`src/rtl/cmp_pkg.sv`:
```
package cmp_pkg;
  typedef enum logic [1:0] {
    ACT_SET  = 2'd0,
    ACT_CLR  = 2'd1,
    ACT_TGL  = 2'd2,
    ACT_NONE = 2'd3
  } cmp_act_e;

  typedef enum logic [1:0] {
    SRC_INSTR = 2'd0,
    SRC_SYNC  = 2'd1,
    SRC_SYS   = 2'd2,
    SRC_ASYNC = 2'd3
  } clk_src_e;

  function automatic logic src_ok(input clk_src_e s);
    return (s == SRC_INSTR) || (s == SRC_SYNC);
  endfunction
endpackage

```
`src/rtl/cmp_reg_bytes.sv`:
```
module cmp_reg_bytes #(
  parameter int TW = 16,
  parameter int BW = 8,
  localparam int NB = TW / BW
) (
  input  logic          clk,
  input  logic          rst_n,
  input  logic [NB-1:0] byte_wr,
  input  logic [BW-1:0] byte_data,
  output logic [TW-1:0] cmp_q,
  output logic [TW-1:0] cmp_nxt
);
  for (genvar i = 0; i < NB; i++) begin : g_lane
    assign cmp_nxt[i*BW +: BW] = byte_wr[i] ? byte_data : cmp_q[i*BW +: BW];
    always_ff @(posedge clk or negedge rst_n) begin
      if (!rst_n) cmp_q[i*BW +: BW] <= '0;
      else        cmp_q[i*BW +: BW] <= cmp_nxt[i*BW +: BW];
    end
  end
endmodule

```
`src/rtl/cmp_match.sv`:
```
module cmp_match
  import cmp_pkg::*;
#(
  parameter int TW = 16
) (
  input  logic          tick,
  input  logic          active,
  input  clk_src_e      src,
  input  logic [TW-1:0] count,
  input  logic [TW-1:0] cmp_q,
  output logic          hit,
  output logic          unsupported
);
  logic equal;
  assign equal       = (count == cmp_q);
  assign unsupported = !src_ok(src);
  assign hit         = tick && active && !unsupported && equal;
endmodule

```
`src/rtl/cmp_event_seq.sv`:
```
module cmp_event_seq #(
  parameter int TW = 16
) (
  input  logic          clk,
  input  logic          rst_n,
  input  logic          hit,
  input  logic          trig_sel,
  input  logic          flag_clr,
  input  logic [TW-1:0] count,
  input  logic [TW-1:0] cmp_nxt,
  output logic          irq_flag,
  output logic          conv_trig,
  output logic          tmr_rst
);
  logic          pend;
  logic [TW-1:0] pend_cnt;

  always_ff @(posedge clk or negedge rst_n) begin
    if (!rst_n) begin
      irq_flag  <= 1'b0;
      conv_trig <= 1'b0;
      tmr_rst   <= 1'b0;
      pend      <= 1'b0;
      pend_cnt  <= '0;
    end else begin
      irq_flag  <= hit || (irq_flag && !flag_clr);
      conv_trig <= hit && trig_sel;
      pend      <= hit;
      if (hit) pend_cnt <= count;
      tmr_rst   <= pend && (pend_cnt == cmp_nxt);
    end
  end
endmodule

```
`src/rtl/cmp_trig_channel.sv`:
```
module cmp_trig_channel
  import cmp_pkg::*;
#(
  parameter int TW = 16,
  parameter int BW = 8,
  localparam int NB = TW / BW
) (
  input  logic          clk,
  input  logic          rst_n,
  input  logic          ctrl_wr,
  input  logic [2:0]    ctrl_wdata,
  input  logic [NB-1:0] cmp_byte_wr,
  input  logic [BW-1:0] cmp_byte_data,
  input  logic          trig_sel,
  input  logic [TW-1:0] tmr_count,
  input  logic          tmr_tick,
  input  logic [1:0]    tmr_src,
  input  logic          flag_clr,
  output logic          cmp_out,
  output logic          irq_flag,
  output logic          conv_trig,
  output logic          tmr_rst,
  output logic          cfg_unsupported
);
  logic [2:0]    ctrl_q;
  logic [TW-1:0] cmp_q, cmp_nxt;
  logic          hit;
  cmp_act_e      act;

  assign act = cmp_act_e'(ctrl_q[1:0]);

  always_ff @(posedge clk or negedge rst_n) begin
    if (!rst_n)       ctrl_q <= '0;
    else if (ctrl_wr) ctrl_q <= ctrl_wdata;
  end

  cmp_reg_bytes #(.TW(TW), .BW(BW)) u_regs (
    .clk(clk), .rst_n(rst_n), .byte_wr(cmp_byte_wr), .byte_data(cmp_byte_data),
    .cmp_q(cmp_q), .cmp_nxt(cmp_nxt)
  );

  cmp_match #(.TW(TW)) u_match (
    .tick(tmr_tick), .active(ctrl_q[2]), .src(clk_src_e'(tmr_src)),
    .count(tmr_count), .cmp_q(cmp_q), .hit(hit), .unsupported(cfg_unsupported)
  );

  cmp_event_seq #(.TW(TW)) u_seq (
    .clk(clk), .rst_n(rst_n), .hit(hit), .trig_sel(trig_sel), .flag_clr(flag_clr),
    .count(tmr_count), .cmp_nxt(cmp_nxt),
    .irq_flag(irq_flag), .conv_trig(conv_trig), .tmr_rst(tmr_rst)
  );

  // Output latch: an all-zero control write wins over a same-cycle match.
  always_ff @(posedge clk or negedge rst_n) begin
    if (!rst_n) cmp_out <= 1'b0;
    else if (ctrl_wr && ctrl_wdata == 3'b000) cmp_out <= 1'b0;
    else if (hit) begin
      unique case (act)
        ACT_SET:  cmp_out <= 1'b1;
        ACT_CLR:  cmp_out <= 1'b0;
        ACT_TGL:  cmp_out <= !cmp_out;
        ACT_NONE: cmp_out <= cmp_out;
      endcase
    end
  end
endmodule

```
`config.mk`:
```
export PLATFORM = sky130hd
export DESIGN_NAME = cmp_trig_channel
export DESIGN_NICKNAME = d
export VERILOG_FILES = /design/src/rtl/cmp_pkg.sv /design/src/rtl/cmp_reg_bytes.sv /design/src/rtl/cmp_match.sv /design/src/rtl/cmp_event_seq.sv /design/src/rtl/cmp_trig_channel.sv
export SDC_FILE = /design/constraint.sdc
export NUM_CORES = 1
export LEC_CHECK = 0
export BUFFER_PORTS_ARGS = -buffer_cell sky130_fd_sc_hd__buf_2
export CORE_UTILIZATION = 60
export CTS_BUF_LIST = sky130_fd_sc_hd__clkbuf_4
export CTS_CLUSTER_DIAMETER = 200
export DETAILED_ROUTE_END_ITERATION = 6
export GPL_ROUTABILITY_DRIVEN = 0
export PLACE_DENSITY_LB_ADDON = 0.25
export REMOVE_ABC_BUFFERS = 1
export SYNTH_ARGS = -nofsm -noshare
export SYNTH_HDL_FRONTEND = slang
export SYNTH_HIERARCHICAL = 1
export SYNTH_SLANG_ARGS = --single-unit
```
`constraint.sdc`:
```
create_clock -name clk -period 3.4 [get_ports clk]
set_input_delay 0.34 -clock clk [delete_from_list [all_inputs] [get_ports clk]]
set_output_delay 0.34 -clock clk [all_outputs]
set_load 0.05 [all_outputs]
```
# Yosys cells after proc, flatten, opt, wreduce, memory -nomap -nowiden
# Index checks and enable logic that the tools add are counted.
[word_totals]
register_bits = 40
input_bits = 37
[op_classes]
eq_ne = 7
muxes = 5
reduce_logical = 17
[ops]
columns = ["operator", "count"]
rows = [
  ["== test 16 bit", 2],
  ["two-way mux 8 bit", 2],
  ["logical AND 1 bit", 7],
  ["== test 2 x 1 -> 1 bit, second input constant", 2],
  ["== test 2 bit, second input constant", 2],
  ["logical NOT 2 bit", 2],
  ["logical NOT 1 bit", 3],
  ["logical NOT 3 bit", 1],
  ["case mux 1 bit (3 select lines)", 1],
  ["logical OR 1 bit", 2],
  ["two-way mux 1 bit", 2],
  ["!= test 2 bit, second input constant", 1],
  ["AND reduction 2 bit", 1],
  ["nonzero test 2 bit", 1],
]

# Logic depth before layout (Yosys ltp)
# Gate-level depths: netlist (run 1).
[logic_depth]
word_depth = 6
mapped_depth = 7
depth_no_buf = 7

# Cells and area by module
# Netlist (run 1), hierarchy kept.
[by_module_without_submodules]
columns = ["mod", "n_inst", "cells_per_inst", "area_per_inst_um2"]
rows = [
  ["cmp_event_seq", 1, 63, 889.6],
  ["cmp_reg_bytes", 1, 34, 663.1],
  ["cmp_match", 1, 24, 190.2],
  ["cmp_trig_channel", 1, 14, 176.4],
]

# Worst setup path after synthesis (run 1)
# No wires, ideal clock.
[synth_path]
path_kind = "flip-flop to flip-flop"
startpoint = "reg u_regs.cmp_q[10]"
endpoint = "reg u_seq.pend_cnt[1]"
setup_time_ns = 0.125
t_arrival_ns = 1.933
path_slack_ns = 1.342
path_stages_with_launch = 8
n_path_buf = 2
period_less_slack_ns = 2.058
path_cell_list = "dfrtp_1 xor2_1 nor4_1 nand4_1 nor4_2 buf_2 buf_2 mux2_2"
[synth_via]
elab_chain_cells = 2
[synth_lines]
columns = ["element", "line", "source"]
rows = [
  ["start, declared", "cmp_reg_bytes.sv:10", "output logic [TW-1:0] cmp_q,"],
  ["start signal, assigned by index", "cmp_reg_bytes.sv:17", "else cmp_q[i*BW +: BW] <= cmp_nxt[i*BW +: BW];"],
  ["== test 16 bit", "cmp_match.sv:15", "assign equal = (count == cmp_q);"],
  ["logical AND 1 bit", "cmp_match.sv:17", "assign hit = tick && active && !unsupported && equal;"],
  ["net hit", "cmp_trig_channel.sv:27", "logic hit;"],
  ["end signal, assigned", "cmp_event_seq.sv:29", "if (hit) pend_cnt <= count;"],
  ["end, declared", "cmp_event_seq.sv:16", "logic [TW-1:0] pend_cnt;"],
]
# The timed path passes the listed nets, and every way through them passes these cells.
# A chain may end at the register's enable or synchronous reset.

# Final worst setup path (run 1)
[layout_path]
startpoint = "reg u_regs.cmp_q[10]"
endpoint = "reg u_seq.pend_cnt[7]"
# Same word-level chain as after synthesis.

==> results of run 1 <==
[final timing paths]
kind | from | to | slack, ns | cells past startpoint
max | u_regs/cmp_q[10] | u_seq/pend_cnt[7] | 0.96 | 6
min | rst_n | ctrl_q[1] | 0.11 | 1
max reg2reg | u_regs/cmp_q[10] | u_seq/pend_cnt[7] | 0.96 | 6
min reg2reg | u_seq/irq_flag | u_seq/irq_flag | 0.48 | 1
max in group asynchronous | rst_n | u_regs/cmp_q[4] | 2.73 | 1
min in group clk | trig_sel | u_seq/conv_trig | 0.21 | 2
[metal layers]
metal / vias up / track usage (%)
li1: 550 / -
met1: 602 / 30.6
met2: 41 / 41.2
met3: 5 / 6.81
met4: 0 / 7.14
met5: - / 0
[synthesized netlist by cell type, drive strengths merged]
master,count
inv,2
nor4b,1
o21ai,1
mux2,34
dfrtp,40
clkbuf,1
a21bo,1
xor2,20
nor4,6
and2,1
a21o,1
nor2,1
a32oi,1
buf,4
nand2,4
nand4,4
xnor2,12
nor3,1
[power by group through the flow]
stage	clock network (uW)	logic (uW)	registers [uW]
finish	242	140	515
global route	264	152	518
CTS	250	141	515
detailed placement	0	140	524
global placement	0	135	522
floorplan	0	80.0	520
[flip-flops by register name, indices dropped and copies added, names as in the netlist]
signal           count
u_seq/pend           1
cmp_out              1
u_seq/conv_trig      1
u_seq/pend_cnt      16
ctrl_q               3
u_seq/tmr_rst        1
u_seq/irq_flag       1
u_regs/cmp_q        16
[metrics by stage]
stage / instances / cell area [um^2] / util [%]
after floorplan: 130 / 1880 / -
after global placement: 215 / 2150 / 70.6
after detailed placement: 215 / 2150 / 70.6
after CTS: 223 / 2210 / 72.4
after global routing: 223 / 2210 / 72.4
final: 223 / 2210 / 72.4
[cells by family (layout without fill, tap and decap cells)]
kind of cell,count (synthesis),count (layout),share of synthesized area (%)
and+or+nand+nor,18,18,6.26
muxes,34,34,23.1
DFF,40,40,52.2
AOI/OAI and AO/OA,4,4,1.63
xor gates and xnor gates,32,32,14.6
buffers and inverters,7,51,2.28
[final cells by class]
class                           count  area (um^2)  area share (%)
Multi-Input combinational cell     88          883            40.0
Inverter                            2         7.51           0.340
Clock buffer                        7         52.6            2.38
Timing Repair Buffer               41          208            9.39
Sequential cell                    40         1000            45.3
Tap cell                           44         55.1            2.49
Clock inverter                      1         3.75           0.170
==> results, run 1 <==
- The clock net in this run drives a total of 40 sinks.
- The violation count after the first detailed-route iteration is 33.
- Summed over all layers, the global routing overflow is 0.
- The analysis attributes to cell leakage a power of between 0.001 and 0.0015 uW.
- The clock-pin slew on the worst setup and hold paths is around 0.11 ns.
- Setup violations remaining at the end of the flow were counted as 0.
- The sum of negative setup slack is 0 ns.
- The number of global-route vias before repair is about 1300.
- The synthesis-to-layout area growth is 15.2%.
- The minimum clock period is roughly 2.4 ns.
- The clock network power share is between 20% and 30%.
- The maximum operating frequency is 0.409 GHz.
- The number of antenna violations at the first check in global routing is 0.
- The setup clock skew after layout is just under 0.007 ns.
- Walking the worst path, the cells encountered are xor2_1 > nor4_1 > nand4_1 > nor4_4 > buf_4 > mux2_2.
- The detailed-route wire length on metal 1 is about 1500 um.
- Registers are responsible for a little under three fifths of the overall power.
- The count of cell types in the netlist is 21.
- The total number of vias is roughly 1200.
- The area share of the leading cell type in the synthesized netlist is between 50% and 60%.
- No sink is reached through more buffers than the 2 on the longest clock path.
- In this run the tightest slew margin relative to its limit is roughly two fifths.
- The critical path's slowest cell is sky130_fd_sc_hd__nor4_4.
- For the pin with the worst max-slew slack, the measured transition is approximately 0.9 ns.
- After floorplanning, the core was divided into 20 placement rows.
- The classification of the worst-slack hold path is input port to asynchronous set/reset pin.
- In this run the horizontal extent of the chip is 58.6 um.
- In the finished design, the share of the clock period the worst path needs comes to between 70% and 80%.
- The clock root buffer is sky130_fd_sc_hd__clkbuf_4.
- The detailed-route wire length per cell is ~16 um.
- The global-route wire length before repair is roughly 6000 um.
- The sum of routed wire length over all layers is ~3600 um.
- The synthesized design contains 40 register bits.
- The run finished with clean final reports.
- After clock tree synthesis, the flow added hold-fix buffers numbering 0.
- TritonCTS built the clock tree.
- The mean cell area of the mapped netlist is 14.2 um^2.
- The uppermost metal layer occupied by signal nets is met4.
- The vertical extent of the die is ~59 um.
- Power spread over the standard cell area amounts to 406 nW/um^2.
- Synthesis produced between 100 and 150 cells.
- Counting the fill cells in the layout gives ~240.
- The first TritonRoute pass finished after 4 iterations.
- The proportion of layout cells with a drive suffix above 1 is around 47%.
- Once detailed placement completed, the half-perimeter wirelength came to about 2700 um.
- The clock tree synthesis step divided the H-tree into 2 levels.
- The number of warnings reported in the yosys synthesis log is 6.
- The core box area is about 3000 um^2.
- Gates resized during post-CTS repair numbered 0.
- At the end of the flow, the number of nets in the layout was ~220.
- The worst setup path is of the register to register kind.
- At the later pin of the worst-skew pair, clock insertion delay measures 0.35 ns.
- The number of vias per cell after detailed routing is ~5.4.
- Global routing used about a quarter of the available tracks across all layers.
- Per report_power, the combinational group accounts for 15.6% of the total.
- Across the VDD grid, the largest voltage drop is 0.000317 V.
- The power consumption is around 900 uW.
- Once detail routing completed, the nets flagged for antenna violations numbered 0.
- The critical path buffer and inverter count is 1.
- The delay of the slowest cell on the worst path is roughly 0.44 ns.
- The kind of launch point of the worst setup path is a register.
- The top cell types in the final layout, fill and taps aside, are sky130_fd_sc_hd__dfrtp_1, sky130_fd_sc_hd__buf_2, sky130_fd_sc_hd__xor2_1, sky130_fd_sc_hd__mux2_2, sky130_fd_sc_hd__mux2_4.
- In the detailed route, the total length drawn on met3 is 199 um.
- In this run the worst path has a maximum fanout of 15.
- The family with the most delay on the worst path is simple AND/OR/NAND/NOR gates.
- STA classifies the critical path endpoint as a register.
- The arrival time reported for the critical path endpoint is 2.68 ns.
- The biggest area contributor in the post-synthesis netlist is sky130_fd_sc_hd__dfrtp_1.
- The number of violations of the max-capacitance limit is 0.
- In this run the post-CTS setup repair buffer count came out at 0.
- The starting density of the core is between 60% and 70%.
- In the post-route analysis, the smallest setup slack over all paths is ~0.96 ns.
- The fraction of power spent switching nets is about a quarter.
- The detailed-route DRC error count is 0.
- Final hold analysis gives a worst-case slack of 0.108 ns.
- The die footprint is between 3000 and 4000 um^2.
- Cell internal power was estimated by the tool at about 670 uW.
- After detailed routing, the met2 layer carries 1870 um of wire.
- After synthesis, flip-flops and latches occupy about 52% of the total area.
- For this design the top-level I/O count stands at 42.
- The netlist area before placement is 1920 um^2.
- The number of antenna cells inserted is 0.
- The worst endpoint required time is 3.64 ns.
- Setup repair after global routing left no endpoint under its margin.
- Entering global routing, the biggest net connects roughly 40 pins.
- The total count of hold-check failures in the final report is 0.
- During placement, the flow inserted port buffers numbering 40.
- The minimum setup slack after placement is ~0.9 ns.
- The count of pins over their slew limit is 0.
- The CTS buffer count is 5.
- The switching power is 231 uW.
- In the post-synthesis netlist, the biggest area contributors are sky130_fd_sc_hd__dfrtp_1, sky130_fd_sc_hd__mux2_4, sky130_fd_sc_hd__mux2_2.
Power figures use the tool's default switching activity.
==> run 2: changes to the inputs <==
--- a/config.mk
+++ b/config.mk
@@ -5,8 +5,9 @@
 export SDC_FILE = /design/constraint.sdc
 export NUM_CORES = 1
 export LEC_CHECK = 0
+export ABC_AREA = 1
 export BUFFER_PORTS_ARGS = -buffer_cell sky130_fd_sc_hd__buf_2
-export CORE_UTILIZATION = 60
+export CORE_UTILIZATION = 57
 export CTS_BUF_LIST = sky130_fd_sc_hd__clkbuf_4
 export CTS_CLUSTER_DIAMETER = 200
 export DETAILED_ROUTE_END_ITERATION = 6
==> constraint.sdc (replaced) <==
create_clock -name clk -period 2.5 [get_ports clk]
set_input_delay 0.25 -clock clk [delete_from_list [all_inputs] [get_ports clk]]
set_output_delay 0.25 -clock clk [all_outputs]
set_load 0.05 [all_outputs]
==> run 2 against run 1 <==
Net effect:
- maximum frequency rose by 45%
- final area grew 8.3%
- via count grew 56%
- sequential cell count is the same
- worst hold slack worse by 0.11 ns
- power increased by 44%
- non-clock buffer count up 1
==> results, run 2 <==
- The fraction of registers with async set/reset is between 90% and 100%.
- The library cell used most frequently in the layout, excluding fill and tap cells, is sky130_fd_sc_hd__nand2_1.
- The number of hold buffers added after CTS was 0.
- Cells fill between 70% and 80% of the core in the end.
- The number of instances in the synthesized netlist is ~300.
- After filler insertion, the fill cell instance count of the layout stands at around 330.
- Each instance of the synthesized netlist takes up on average 6.98 um^2.
- The cell area that synthesis handed to floorplanning was 2080 um^2.
- The core region is 3420 um^2.
- The vertical extent of the die is approximately 62 um.
- The share of total power dissipated in the clock network is between 30% and 40%.
- At the worst endpoint, the arrival time is around 1.9 ns.
- The final hold slack is about 0.0005 ns.
- The number of nets at the end of the flow is 378.
- The number of violations of the max-capacitance limit is 0.
- The post-route worst setup slack is between 0.8 and 0.9 ns.
- Across all layers, the routed design uses between 1500 and 2000 vias.
- For this design the static power due to leakage is between 0.001 and 0.0015 uW.
- The critical-path maximum fanout is 19.
- The internal portion of the total power is between 900 and 1000 uW.
- The worst path uses between 60% and 70% of the clock period.
- In this run the remaining antenna-violating nets after routing total 0.
- The detailed router finished its first iteration with approximately 130 violations.
- Clock-pin slew was measured on the worst setup and hold paths at approximately 0.11 ns.
- The first global-routing pass estimated about 7500 um of wire.
- For this run, the number of Yosys warnings is 6.
- The first detailed-routing pass ran for 4 iterations.
- In this run the tightest slew margin relative to its limit is 42.1%.
- Clock skew on the completed layout was measured at between 0.01 and 0.015 ns.
- CTS placed an instance of sky130_fd_sc_hd__clkbuf_4 at the clock tree root.
- The flip-flop and latch count after synthesis is 40.
- In the final layout, the registers with the most flip-flops are u_regs/cmp_q x16, u_seq/pend_cnt x16, ctrl_q x3.
- From left edge to right edge, the die measures around 62 um.
- In the layout the commonest cells are sky130_fd_sc_hd__nand2_1, sky130_fd_sc_hd__inv_1, sky130_fd_sc_hd__dfrtp_1, sky130_fd_sc_hd__buf_2, sky130_fd_sc_hd__nor2_1.
- The number of antenna violations at the first check in global routing is 0.
- Global routing used ~25% of the available tracks across all layers.
- The leading area contributor after synthesis is sky130_fd_sc_hd__dfrtp_1.
- No sink is reached through more buffers than the 2 on the longest clock path.
- The number of vias per cell after detailed routing is approximately 4.8.
- The sum of negative setup slack is 0 ns.
- The classification of the worst-slack hold path is input port to asynchronous set/reset pin.
- The number of antenna diodes in the final layout is 0.
- The synthesized netlist contains 17 unique library cells.
- The wire-length estimate of the detail-placed layout is about 3200 um.
- The peak ir drop on the vdd network is about 0.0004 V.
- The number of synthesized flops with an enable pin is 0.
- The worst endpoint required time is about 2.7 ns.
- The number of port buffers is 40.
- The reg2reg setup slack is around 0.8 ns.
- The maximum level of the CTS H-tree is 2.
- The fraction of the yosys area taken by sequential cells is 48.1%.
- The worst setup path is launched from a register.
- TritonCTS built the clock tree.
- The area share of the leading cell type in the synthesized netlist is roughly half.
- The startpoint-to-endpoint class of the critical path is register to register.
- The finished layout cell area is between 2000 and 2500 um^2.
- For the finished layout, the period the worst path requires is 1.68 ns.
- By area the synthesized netlist is led by sky130_fd_sc_hd__dfrtp_1, sky130_fd_sc_hd__nand2_1, sky130_fd_sc_hd__inv_1.
- The CTS buffer count is 5.
- Wires add up to about 4300 um.
- Yosys instantiated no cell more often than sky130_fd_sc_hd__nand2_1.
- The initial utilization of the core area, before any placement, comes to 60.9%.
- The number of buffers inserted to repair setup after CTS is 0.
- For this design, the sink count on the clock tree is 40.
- The count of pins on the block boundary is 42.
- The kind of end point of the critical path is a register.
- In this run the cell area measured after placement is around 2300 um^2.
- The part of the power in registers is between 50% and 60%.
- Setup repair after global routing left no endpoint under its margin.
- The aggregate global routing overflow is 0.
- The analysis attributes to net switching a power of around 340 uW.
- Gates resized during post-CTS repair numbered 0.
- The count of pins over their slew limit is 0.
- The fraction of power spent switching nets is between 20 and 30%.
- In the synthesized netlist the dominant register cell turns out to be sky130_fd_sc_hd__dfrtp_1.
- For the pin with the worst max-slew slack, the measured transition is 0.868 ns.
- The proportion of layout cells with a drive suffix above 1 is around 17%.
- The areal power density over the cells is about 540 nW/um^2.
- The total count of hold-check failures in the final report is 0.
- Setup violations remaining at the end of the flow were counted as 0.
- The share of total power dissipated in combinational logic is between 10 and 15%.
- The synthesis-to-layout area growth is 15.1%.
- The number of global-route vias before repair is approximately 1800.
- Clock latency on the worst-skew pair, taken at its later pin, is 0.35 ns.
- The minimum setup slack after placement is approximately 0.82 ns.
- The number of cell rows is 21.
- After synthesis, the most frequently instantiated cells are sky130_fd_sc_hd__nand2_1, sky130_fd_sc_hd__inv_1, sky130_fd_sc_hd__dfrtp_1.
- The die covers between 3000 and 4000 um^2.
- For this run, the top clock speed supported by timing is 0.595 GHz.
- The largest net degree at the start of global routing is 41.
- After detailed routing, the number of remaining DRC violations is 0.
- The flow ran to the end, and the final reports show no timing, DRC or antenna violations.
- The detailed-route wire length per cell is between 10 and 15 um.
run 2: cell type report:
class	count	area, um^2	share of cell area [%]
inverter	51	191	7.99
multi-input combinational	201	850	35.5
sequential	40	1000	41.8
timing repair buffer	42	215	8.99
clock buffer	6	45.0	1.88
clock inverter	2	35.0	1.46
tap	46	57.6	2.40
run 2: path summary, 6_finish.rpt:
check	startpoint	to	cells past startpoint
worst max-delay path	u_regs/cmp_q[11]	u_seq/pend_cnt[0]	7
worst min-delay path	rst_n	u_regs/cmp_q[3]	1
worst max register to register	u_regs/cmp_q[11]	u_seq/pend_cnt[0]	7
worst min register to register	u_seq/pend_cnt[8]	u_seq/pend_cnt[8]	2
max in group asynchronous	rst_n	u_seq/pend_cnt[14]	1
min in group clk	flag_clr	u_seq/irq_flag	2
run 2: power groups by stage:
stage,combinational (uW),sequential [uW],clock [uW]
after floorplan,98.4,701,0
after global placement,174,703,0
after detailed placement,178,705,0
after CTS,180,692,439
after global routing,206,696,467
final,178,692,425
run 2: cells by family (layout without fill, tap and decap cells):
group,count (synthesis),count (layout),share of synthesized area (%)
buffers and inverters,57,101,11.2
xor gates and xnor gates,9,9,3.79
DFF,40,40,48.1
and+or+nand+nor,171,171,31.8
AOI/OAI and AO/OA,21,21,5.17
run 2: critical path: stages, from the launching register on:
cell                      delay (ns)
sky130_fd_sc_hd__dfrtp_1        0.41
sky130_fd_sc_hd__xnor2_1        0.17
sky130_fd_sc_hd__nand2_1        0.07
sky130_fd_sc_hd__nor2_1         0.16
sky130_fd_sc_hd__nand3_1        0.11
sky130_fd_sc_hd__nor2_2         0.24
sky130_fd_sc_hd__buf_4          0.28
sky130_fd_sc_hd__o21ai_0        0.12
run 2: metrics by stage:
step                      power, uW  instances
final                          1300        388
after global routing           1370        388
after CTS                      1310        388
after detailed placement        884        380
after global placement          877        380
after floorplan                 799        292
run 2: metal layers:
layer / routed length, um / vias to the layer above / track usage [%]
met5: 0 / - / 0
met4: 73 / 0 / 9.01
met3: 263 / 7 / 6.93
met2: 1990 / 50 / 42.3
met1: 1930 / 843 / 31.9
li1: - / 967 / -
